[src/rtl/tcu_pkg.sv]
package tcu_pkg;
  localparam int CNT_W    = 16;
  localparam int BUS_W    = 8;
  localparam int NUM_CH   = 3;
  localparam int ADDR_W   = 4;
  localparam int FLAG_W   = NUM_CH + 1;
  localparam int CTRL_W   = 2 * NUM_CH + 1;
  localparam int MODE_BIT = 2 * NUM_CH;

  localparam int ADR_CMP_BASE = 4;
  localparam logic [ADDR_W-1:0] ADR_CTRL   = ADDR_W'(0);
  localparam logic [ADDR_W-1:0] ADR_FORCE  = ADDR_W'(1);
  localparam logic [ADDR_W-1:0] ADR_CNT_LO = ADDR_W'(2);
  localparam logic [ADDR_W-1:0] ADR_CNT_HI = ADDR_W'(3);
  localparam logic [ADDR_W-1:0] ADR_FLAGS  = ADDR_W'(ADR_CMP_BASE + 2 * NUM_CH);

  typedef enum logic [1:0] {
    ACT_NONE   = 2'b00,
    ACT_TOGGLE = 2'b01,
    ACT_LOW    = 2'b10,
    ACT_HIGH   = 2'b11
  } pinAct_e;

  typedef struct packed {
    logic              cntLoad;
    logic [NUM_CH-1:0] cmpLoad;
    logic [CNT_W-1:0]  loadVal;
    logic [NUM_CH-1:0] forceCh;
    logic [FLAG_W-1:0] flagClr;
  } tcuStrobe_t;
endpackage

[src/rtl/tcu_channel.sv]
module tcu_channel
  import tcu_pkg::*;
(
  input  logic             clk,
  input  logic             rstN,
  input  logic             tick,
  input  logic             maskActive,
  input  logic             cmpLoad,
  input  logic             forceCh,
  input  logic             flagClr,
  input  logic [CNT_W-1:0] cntVal,
  input  logic [CNT_W-1:0] loadVal,
  input  logic [1:0]       actSel,
  output logic [CNT_W-1:0] cmpVal,
  output logic             matchEv,
  output logic             ocPin,
  output logic             flagOut
);
  logic [CNT_W-1:0] cmpReg;
  logic             pinReg;
  logic             flagReg;
  logic             pinNext;
  logic             actNow;

  assign matchEv = tick && !maskActive && (cntVal == cmpReg);
  assign actNow  = matchEv || forceCh;

  always_comb begin
    case (pinAct_e'(actSel))
      ACT_TOGGLE: pinNext = ~pinReg;
      ACT_LOW:    pinNext = 1'b0;
      ACT_HIGH:   pinNext = 1'b1;
      default:    pinNext = pinReg;
    endcase
  end

  always_ff @(posedge clk) begin
    if (!rstN) begin
      cmpReg  <= '0;
      pinReg  <= 1'b0;
      flagReg <= 1'b0;
    end else begin
      if (cmpLoad) cmpReg <= loadVal;
      if (actNow)  pinReg <= pinNext;
      flagReg <= (flagReg && !flagClr) || matchEv;
    end
  end

  assign cmpVal  = cmpReg;
  assign ocPin   = pinReg;
  assign flagOut = flagReg;

  AST_PIN_QUIET: assert property (@(posedge clk) disable iff (!rstN)
    (!forceCh && !matchEv) |=> $stable(ocPin)) else $error("pin moved without event");
  AST_FORCE_NO_FLAG: assert property (@(posedge clk) disable iff (!rstN)
    (forceCh && !matchEv && !flagOut) |=> !flagOut) else $error("force set a flag");
  AST_FLAG_CLEARS: assert property (@(posedge clk) disable iff (!rstN)
    (flagClr && !matchEv) |=> !flagOut) else $error("flag not cleared");
  AST_EVENT_WINS: assert property (@(posedge clk) disable iff (!rstN)
    matchEv |=> flagOut) else $error("match lost against clear");
endmodule

[src/rtl/tcu_datapath.sv]
module tcu_datapath
  import tcu_pkg::*;
(
  input  logic                          clk,
  input  logic                          rstN,
  input  logic                          tick,
  input  tcuStrobe_t                    strb,
  input  logic                          clrOnMatchA,
  input  logic [NUM_CH-1:0][1:0]        actSel,
  output logic [CNT_W-1:0]              cntVal,
  output logic [NUM_CH-1:0][CNT_W-1:0]  cmpVal,
  output logic [NUM_CH-1:0]             ocPin,
  output logic [FLAG_W-1:0]             flagVal
);
  logic [CNT_W-1:0]  cntReg;
  logic              maskActive;
  logic              ovfReg;
  logic              ovfEv;
  logic              clearEv;
  logic [NUM_CH-1:0] matchEv;
  logic [NUM_CH-1:0] chFlag;

  assign ovfEv   = tick && !clrOnMatchA && (cntReg == {CNT_W{1'b1}});
  assign clearEv = clrOnMatchA && matchEv[0];

  always_ff @(posedge clk) begin
    if (!rstN) begin
      cntReg     <= '0;
      maskActive <= 1'b0;
      ovfReg     <= 1'b0;
    end else begin
      if (strb.cntLoad)  cntReg <= strb.loadVal;
      else if (tick)     cntReg <= clearEv ? '0 : cntReg + 1'b1;
      if (strb.cntLoad)  maskActive <= 1'b1;
      else if (tick)     maskActive <= 1'b0;
      ovfReg <= (ovfReg && !strb.flagClr[NUM_CH]) || ovfEv;
    end
  end

  for (genvar g = 0; g < NUM_CH; g++) begin : gChan
    tcu_channel uChan (
      .clk        (clk),
      .rstN       (rstN),
      .tick       (tick),
      .maskActive (maskActive),
      .cmpLoad    (strb.cmpLoad[g]),
      .forceCh    (strb.forceCh[g]),
      .flagClr    (strb.flagClr[g]),
      .cntVal     (cntReg),
      .loadVal    (strb.loadVal),
      .actSel     (actSel[g]),
      .cmpVal     (cmpVal[g]),
      .matchEv    (matchEv[g]),
      .ocPin      (ocPin[g]),
      .flagOut    (chFlag[g])
    );
  end

  assign cntVal  = cntReg;
  assign flagVal = {ovfReg, chFlag};

  AST_COUNT_STEP: assert property (@(posedge clk) disable iff (!rstN)
    (tick && !strb.cntLoad && !clearEv) |=> cntReg == CNT_W'($past(cntReg) + 1'b1))
    else $error("counter did not step");
  AST_COUNT_HOLD: assert property (@(posedge clk) disable iff (!rstN)
    (!tick && !strb.cntLoad) |=> $stable(cntReg)) else $error("counter moved");
  AST_WRAP_FLAG: assert property (@(posedge clk) disable iff (!rstN)
    (tick && !clrOnMatchA && !strb.cntLoad && cntReg == {CNT_W{1'b1}}) |=> (ovfReg && cntReg == '0))
    else $error("wrap missed");
  AST_MATCH_A_CLEARS: assert property (@(posedge clk) disable iff (!rstN)
    (tick && clrOnMatchA && matchEv[0] && !strb.cntLoad) |=> cntReg == '0)
    else $error("clear-on-match failed");
  AST_WRITE_MASKS: assert property (@(posedge clk) disable iff (!rstN)
    strb.cntLoad |=> matchEv == '0) else $error("match after counter write");
endmodule

[src/rtl/tcu_ctrl.sv]
module tcu_ctrl
  import tcu_pkg::*;
(
  input  logic                          clk,
  input  logic                          rstN,
  input  logic                          pwmMode,
  input  logic [ADDR_W-1:0]             busAddr,
  input  logic                          busWrEn,
  input  logic [BUS_W-1:0]              busWrData,
  input  logic                          busRdEn,
  output logic [BUS_W-1:0]              busRdData,
  input  logic [CNT_W-1:0]              cntVal,
  input  logic [NUM_CH-1:0][CNT_W-1:0]  cmpVal,
  input  logic [FLAG_W-1:0]             flagVal,
  output tcuStrobe_t                    strb,
  output logic                          clrOnMatchA,
  output logic [NUM_CH-1:0][1:0]        actSel
);
  logic [CTRL_W-1:0] ctrlReg;
  logic [BUS_W-1:0]  tempReg;
  logic [BUS_W-1:0]  cmpHiSel;
  logic [NUM_CH-1:0] selCmpLo;
  logic [NUM_CH-1:0] selCmpHi;
  logic selCtrl, selForce, selCntLo, selCntHi, selFlags, selAnyHi;

  always_comb begin
    cmpHiSel = '0;
    for (int ch = 0; ch < NUM_CH; ch++) begin
      selCmpLo[ch] = (busAddr == ADDR_W'(ADR_CMP_BASE + 2 * ch));
      selCmpHi[ch] = (busAddr == ADDR_W'(ADR_CMP_BASE + 2 * ch + 1));
      if (selCmpLo[ch]) cmpHiSel = cmpVal[ch][CNT_W-1:BUS_W];
    end
  end

  assign selCtrl  = (busAddr == ADR_CTRL);
  assign selForce = (busAddr == ADR_FORCE);
  assign selCntLo = (busAddr == ADR_CNT_LO);
  assign selCntHi = (busAddr == ADR_CNT_HI);
  assign selFlags = (busAddr == ADR_FLAGS);
  assign selAnyHi = selCntHi || (|selCmpHi);

  always_comb begin
    strb         = '0;
    strb.cntLoad = busWrEn && selCntLo;
    strb.cmpLoad = {NUM_CH{busWrEn}} & selCmpLo;
    strb.loadVal = {tempReg, busWrData};
    for (int ch = 0; ch < NUM_CH; ch++)
      strb.forceCh[ch] = busWrEn && selForce && busWrData[BUS_W-1-ch] && !pwmMode;
    strb.flagClr = (busWrEn && selFlags) ? busWrData[FLAG_W-1:0] : '0;
  end

  always_ff @(posedge clk) begin
    if (!rstN) begin
      ctrlReg <= '0;
      tempReg <= '0;
    end else begin
      if (busWrEn && selCtrl) ctrlReg <= busWrData[CTRL_W-1:0];
      if (busWrEn && selAnyHi)              tempReg <= busWrData;
      else if (busRdEn && selCntLo)         tempReg <= cntVal[CNT_W-1:BUS_W];
      else if (busRdEn && (|selCmpLo))      tempReg <= cmpHiSel;
    end
  end

  always_comb begin
    busRdData = '0;
    if (selCtrl)  busRdData = BUS_W'(ctrlReg);
    if (selCntLo) busRdData = cntVal[BUS_W-1:0];
    if (selAnyHi) busRdData = tempReg;
    if (selFlags) busRdData = BUS_W'(flagVal);
    for (int ch = 0; ch < NUM_CH; ch++)
      if (selCmpLo[ch]) busRdData = cmpVal[ch][BUS_W-1:0];
  end

  for (genvar g = 0; g < NUM_CH; g++) begin : gAct
    assign actSel[g] = ctrlReg[2*g +: 2];
  end
  assign clrOnMatchA = ctrlReg[MODE_BIT];

  AST_HI_WRITE_ONLY_TEMP: assert property (@(posedge clk) disable iff (!rstN)
    (busWrEn && selCmpHi[0]) |=> $stable(cmpVal[0])) else $error("high write changed register");
  AST_LO_WRITE_COMMITS: assert property (@(posedge clk) disable iff (!rstN)
    (busWrEn && selCmpLo[0]) |=> cmpVal[0] == $past({tempReg, busWrData}))
    else $error("low write did not commit");
  AST_READ_LATCHES_HI: assert property (@(posedge clk) disable iff (!rstN)
    (busRdEn && !busWrEn && selCntLo) |=> tempReg == $past(cntVal[CNT_W-1:BUS_W]))
    else $error("high byte not captured");
endmodule

[src/rtl/tcu_top.sv]
module tcu_top
  import tcu_pkg::*;
(
  input  logic              clk,
  input  logic              rstN,
  input  logic              tick,
  input  logic              pwmMode,
  input  logic [ADDR_W-1:0] busAddr,
  input  logic              busWrEn,
  input  logic [BUS_W-1:0]  busWrData,
  input  logic              busRdEn,
  output logic [BUS_W-1:0]  busRdData,
  output logic [NUM_CH-1:0] ocPin,
  output logic [FLAG_W-1:0] irqFlag
);
  tcuStrobe_t                   strb;
  logic                         clrOnMatchA;
  logic [NUM_CH-1:0][1:0]       actSel;
  logic [CNT_W-1:0]             cntVal;
  logic [NUM_CH-1:0][CNT_W-1:0] cmpVal;

  tcu_ctrl uCtrl (
    .clk         (clk),
    .rstN        (rstN),
    .pwmMode     (pwmMode),
    .busAddr     (busAddr),
    .busWrEn     (busWrEn),
    .busWrData   (busWrData),
    .busRdEn     (busRdEn),
    .busRdData   (busRdData),
    .cntVal      (cntVal),
    .cmpVal      (cmpVal),
    .flagVal     (irqFlag),
    .strb        (strb),
    .clrOnMatchA (clrOnMatchA),
    .actSel      (actSel)
  );

  tcu_datapath uDp (
    .clk         (clk),
    .rstN        (rstN),
    .tick        (tick),
    .strb        (strb),
    .clrOnMatchA (clrOnMatchA),
    .actSel      (actSel),
    .cntVal      (cntVal),
    .cmpVal      (cmpVal),
    .ocPin       (ocPin),
    .flagVal     (irqFlag)
  );

  AST_PWM_BLOCKS_FORCE: assert property (@(posedge clk) disable iff (!rstN)
    (pwmMode && !tick && busWrEn && busAddr == ADR_FORCE) |=> $stable(ocPin))
    else $error("force acted in pwm mode");
  AST_FORCE_READS_ZERO: assert property (@(posedge clk) disable iff (!rstN)
    (busAddr == ADR_FORCE) |-> busRdData == '0) else $error("force byte read nonzero");
endmodule

[config.mk]
export PLATFORM = sky130hd
export DESIGN_NAME = tcu_top
export DESIGN_NICKNAME = d
export VERILOG_FILES = /design/src/rtl/tcu_pkg.sv /design/src/rtl/tcu_channel.sv /design/src/rtl/tcu_datapath.sv /design/src/rtl/tcu_ctrl.sv /design/src/rtl/tcu_top.sv
export SDC_FILE = /design/constraint.sdc
export NUM_CORES = 1
export LEC_CHECK = 0
export ABC_AREA = 1
export BUFFER_PORTS_ARGS = -buffer_cell sky130_fd_sc_hd__buf_2
export CORE_ASPECT_RATIO = 0.8
export CORE_UTILIZATION = 50
export CTS_CLUSTER_DIAMETER = 100
export CTS_CLUSTER_SIZE = 10
export DETAILED_ROUTE_END_ITERATION = 10
export GPL_ROUTABILITY_DRIVEN = 0
export PLACE_DENSITY = 0.67
export SLEW_MARGIN = 10
export SYNTH_ARGS = -nofsm -noshare
export SYNTH_HDL_FRONTEND = slang
export SYNTH_SLANG_ARGS = --single-unit
[constraint.sdc]
create_clock -name clk -period 4.2 [get_ports clk]
set_clock_uncertainty 0.1 [all_clocks]
set_input_delay 0 -clock clk [delete_from_list [all_inputs] [get_ports clk]]
set_output_delay 0 -clock clk [all_outputs]
set_load 0.02 [all_outputs]
==> metrics.txt <==
share of layout cells above drive strength 1=12.78%; Detailed Route WL=18.37 mm; cell with the most instances after synthesis=nand2_1; Starting Density=51.43%; status=finished, final reports clean; Top Ports=33; Max Cap Viol=0; Setup TNS Final=0 ns; Startpoint Class=register; CP dominant cell by count=nand2_1; Slowest cell on crit path=dfxtp_1; Post-Synth Simple-Gate Area=26.42%; clock-pin slew on the worst setup and hold paths=0.06 ns; Async SR Flop Fraction=0%; n_diodes=0; # port buffers=32; critical setup path kind=reg -> reg; grt ovf=0; post-cts gate resize count=0; Main synth FF type=dfxtp_1; die width=116.7 µm; Total Routing Usage GR=35.26%; Clk Latency, worst-skew pair=0.34 ns; placed inst area=5359 µm²; Final Critical Period=2.349 ns; Fmax=0.4257 GHz; worst reg2reg path startpoint=uDp.cntVal[5]$_SDFFE_PN0P_; Worst setup EP type=register; die area=10,950 µm²; sequential area share after synthesis=33.07%; Final Hold Viols=0; Max IR drop VDD=0.2436 mV; r2r setup slk=1.85 ns; synth top area cells=dfxtp_1 33%, nand2_1 12%, a21oi_1 9.4%, inv_1 6.9%, o21ai_0 5.6%; DRT iter0 DRCs=701; Post-synth EDFFs=0; average wire per standard cell=19.42 µm; hold endpoint=uDp.gChan[0].uChan.cmpVal[3]$_SDFFE_PN0P_; CTS tree=built; Synth Area in Compound Gates=23.85%; critical path's largest stage delay=0.53 ns; R2R Path End=uDp.cntVal[4]$_SDFFE_PN0P_; Num Clock Sinks=87; Worst EP arrival=2.46 ns; number of global-route vias before repair=5,128; top post-synthesis cells by count=165 x nand2_1, 99 x a21oi_1, 97 x inv_1; global-route wire length before repair=28.32 mm; core area=10,240 µm²; largest family of logic cells by synthesized area=simple AND/OR/NAND/NOR gates; syn_nets=816; hpwl dp=13.31 mm; residual DRC count=0; area leader, netlist=dfxtp_1; Avg Cell Area, Syn=6.608 µm²; clock buffer depth=2; Rel. slew slack=33.16%; #FFs+latches synth=87; H-tree Lvls=3; Cell variety after synth=37; Slew @ Worst Pin=1.000 ns; number of hold buffers added after CTS=8; Die Y-Extent=93.80 µm; Crit Path Max Fanout=12; mux contribution to synthesized area=0%; RSZ-0062 raised after global routing=no; Yosys warnings=0; Setup Fix Bufs, Post-CTS=0; Leakage=2.222 nW; post-synth top area share=33.07%; number of CTS-inserted buffers=9; max-slew violations=0; Tcrit/Tclk final=55.93%; Req. time, crit path=4.31 ns; Via Count=5,656; Critical Path, Cell by Cell=inv_1, nand2_1, nand2_1, nor2_1, nand2_1, nor2_1, nand4_2, nand3b_1, a21oi_1; largest net degree at the start of global routing=59; Synth Area in Adders=0.2376%; initial antenna violation count=0; Final Net Count=821; Syn Std Cell Area=5266 µm²; final antenna-violating net count=0; endpoints failing setup=0; Synth-to-Final Area Change=8.601%; final instance area=5719 µm²; clock root buffer=clkbuf_16; Vias/cell=5.979; XOR/XNOR Fraction of Synth Area=3.493%; TritonRoute pass-1 iters=5; Syn Inst Count=797; Rows=33; worst hold path stage count=3; HP Class=in -> reg; cell count of the worst reg-to-reg path=9; worst min-delay path startpoint=busWrData[3]; Cell Pwr Density=336.8 nW/µm²
## final cells by class
class	count	area, µm²
Tap cell	140	175.2
Timing Repair Buffer	42	255.2
Clock buffer	11	232.7
Inverter	112	422.9
Fill cell	1057	4521
Clock inverter	4	47.55
Multi-Input combinational cell	550	2844
Sequential cell	87	1742
## registers in the layout (all words and copies together), names as in the netlist
signal and count:
uDp.gChan.uChan.cmpVal 48, uDp.cntVal 16, uDp.gChan.uChan.flagOut 3, uDp.gChan.uChan.ocPin 3, uCtrl.ctrlReg 7, uDp.maskActive 1
uDp.ovfReg 1, uCtrl.tempReg 8
## per-stage QoR
stage	setup WS [ns]	total power [mW]	util (%)	hold slack, ns	cells
global route	1.711	1.987	55.85	0.04407	946
finish	1.851	1.926	55.85	0.01124	946
CTS	1.947	1.917	55.85	0.008427	946
global placement	1.911	1.136	52.33	0.2039	923
floorplan	2.602	1.053	-	0.06440	797
detailed placement	1.898	1.138	52.33	0.2212	923
## worst max path at each step
stage                                    start                                          to  slack [ns]  cells after the start
finish              uDp.cntVal[5]$_SDFFE_PN0P_                  uDp.cntVal[4]$_SDFFE_PN0P_        1.85                      9
CTS                 uDp.cntVal[6]$_SDFFE_PN0P_                  uDp.cntVal[4]$_SDFFE_PN0P_        1.95                      9
floorplan           uDp.cntVal[0]$_SDFFE_PN0P_                 uDp.cntVal[12]$_SDFFE_PN0P_        2.60                      9
detailed placement                  busAddr[2]   uDp.gChan[0].uChan.cmpVal[2]$_SDFFE_PN0P_        1.90                      8
global placement                    busAddr[2]  uDp.gChan[0].uChan.cmpVal[15]$_SDFFE_PN0P_        1.91                      8
global route        uDp.cntVal[5]$_SDFFE_PN0P_                  uDp.cntVal[4]$_SDFFE_PN0P_        1.71                      9
## kinds of logic after synthesis
logic type | Yosys count
AND/OR/NAND/NOR | 301
adder cells (fa/ha/maj) | 1
AO/OA/AOI/OAI | 227
flip-flops | 87
XOR/XNOR | 21
buffers and inverters | 160
## worst max-delay path, delay by kind of cell (launching register included)
family                 cells  cell delay (ns)
and+or+nand+nor            7             1.23
DFF                        1             0.53
buffers and inverters      1             0.24
AOI/OAI and AO/OA          1             0.10
## where the power goes
part           leakage [nW]  internal [mW]  switching, mW
combinational          1.38         0.0751          0.177
sequential            0.705          0.851         0.0342
clock                 0.135          0.456          0.333
total                  2.22           1.38          0.544
## layer usage
layer | global-route usage (%) | part of all wire [%] | up-vias
met5 | 0 | 0 | -
met3 | 10.90 | 14 | 32
met1 | 52.09 | 44 | 2602
li1 | - | - | 2631
met4 | 10.02 | 2.1 | 0
met2 | 48.22 | 40 | 391
## cells in the final DEF (no fill, tap or decap), types with 9 or more instances in the layout
cell	n
nand2_1	165
o21ai_0	59
o22ai_1	23
nand3_1	39
inv_1	97
nor2_1	49
buf_2	32
a21oi_1	99
nand3_2	10
clkbuf_16	9
xnor2_1	13
inv_2	14
o21ai_1	15
dfxtp_1	87
o221ai_1	11
No activity file was read; power rests on OpenSTA's default activity.
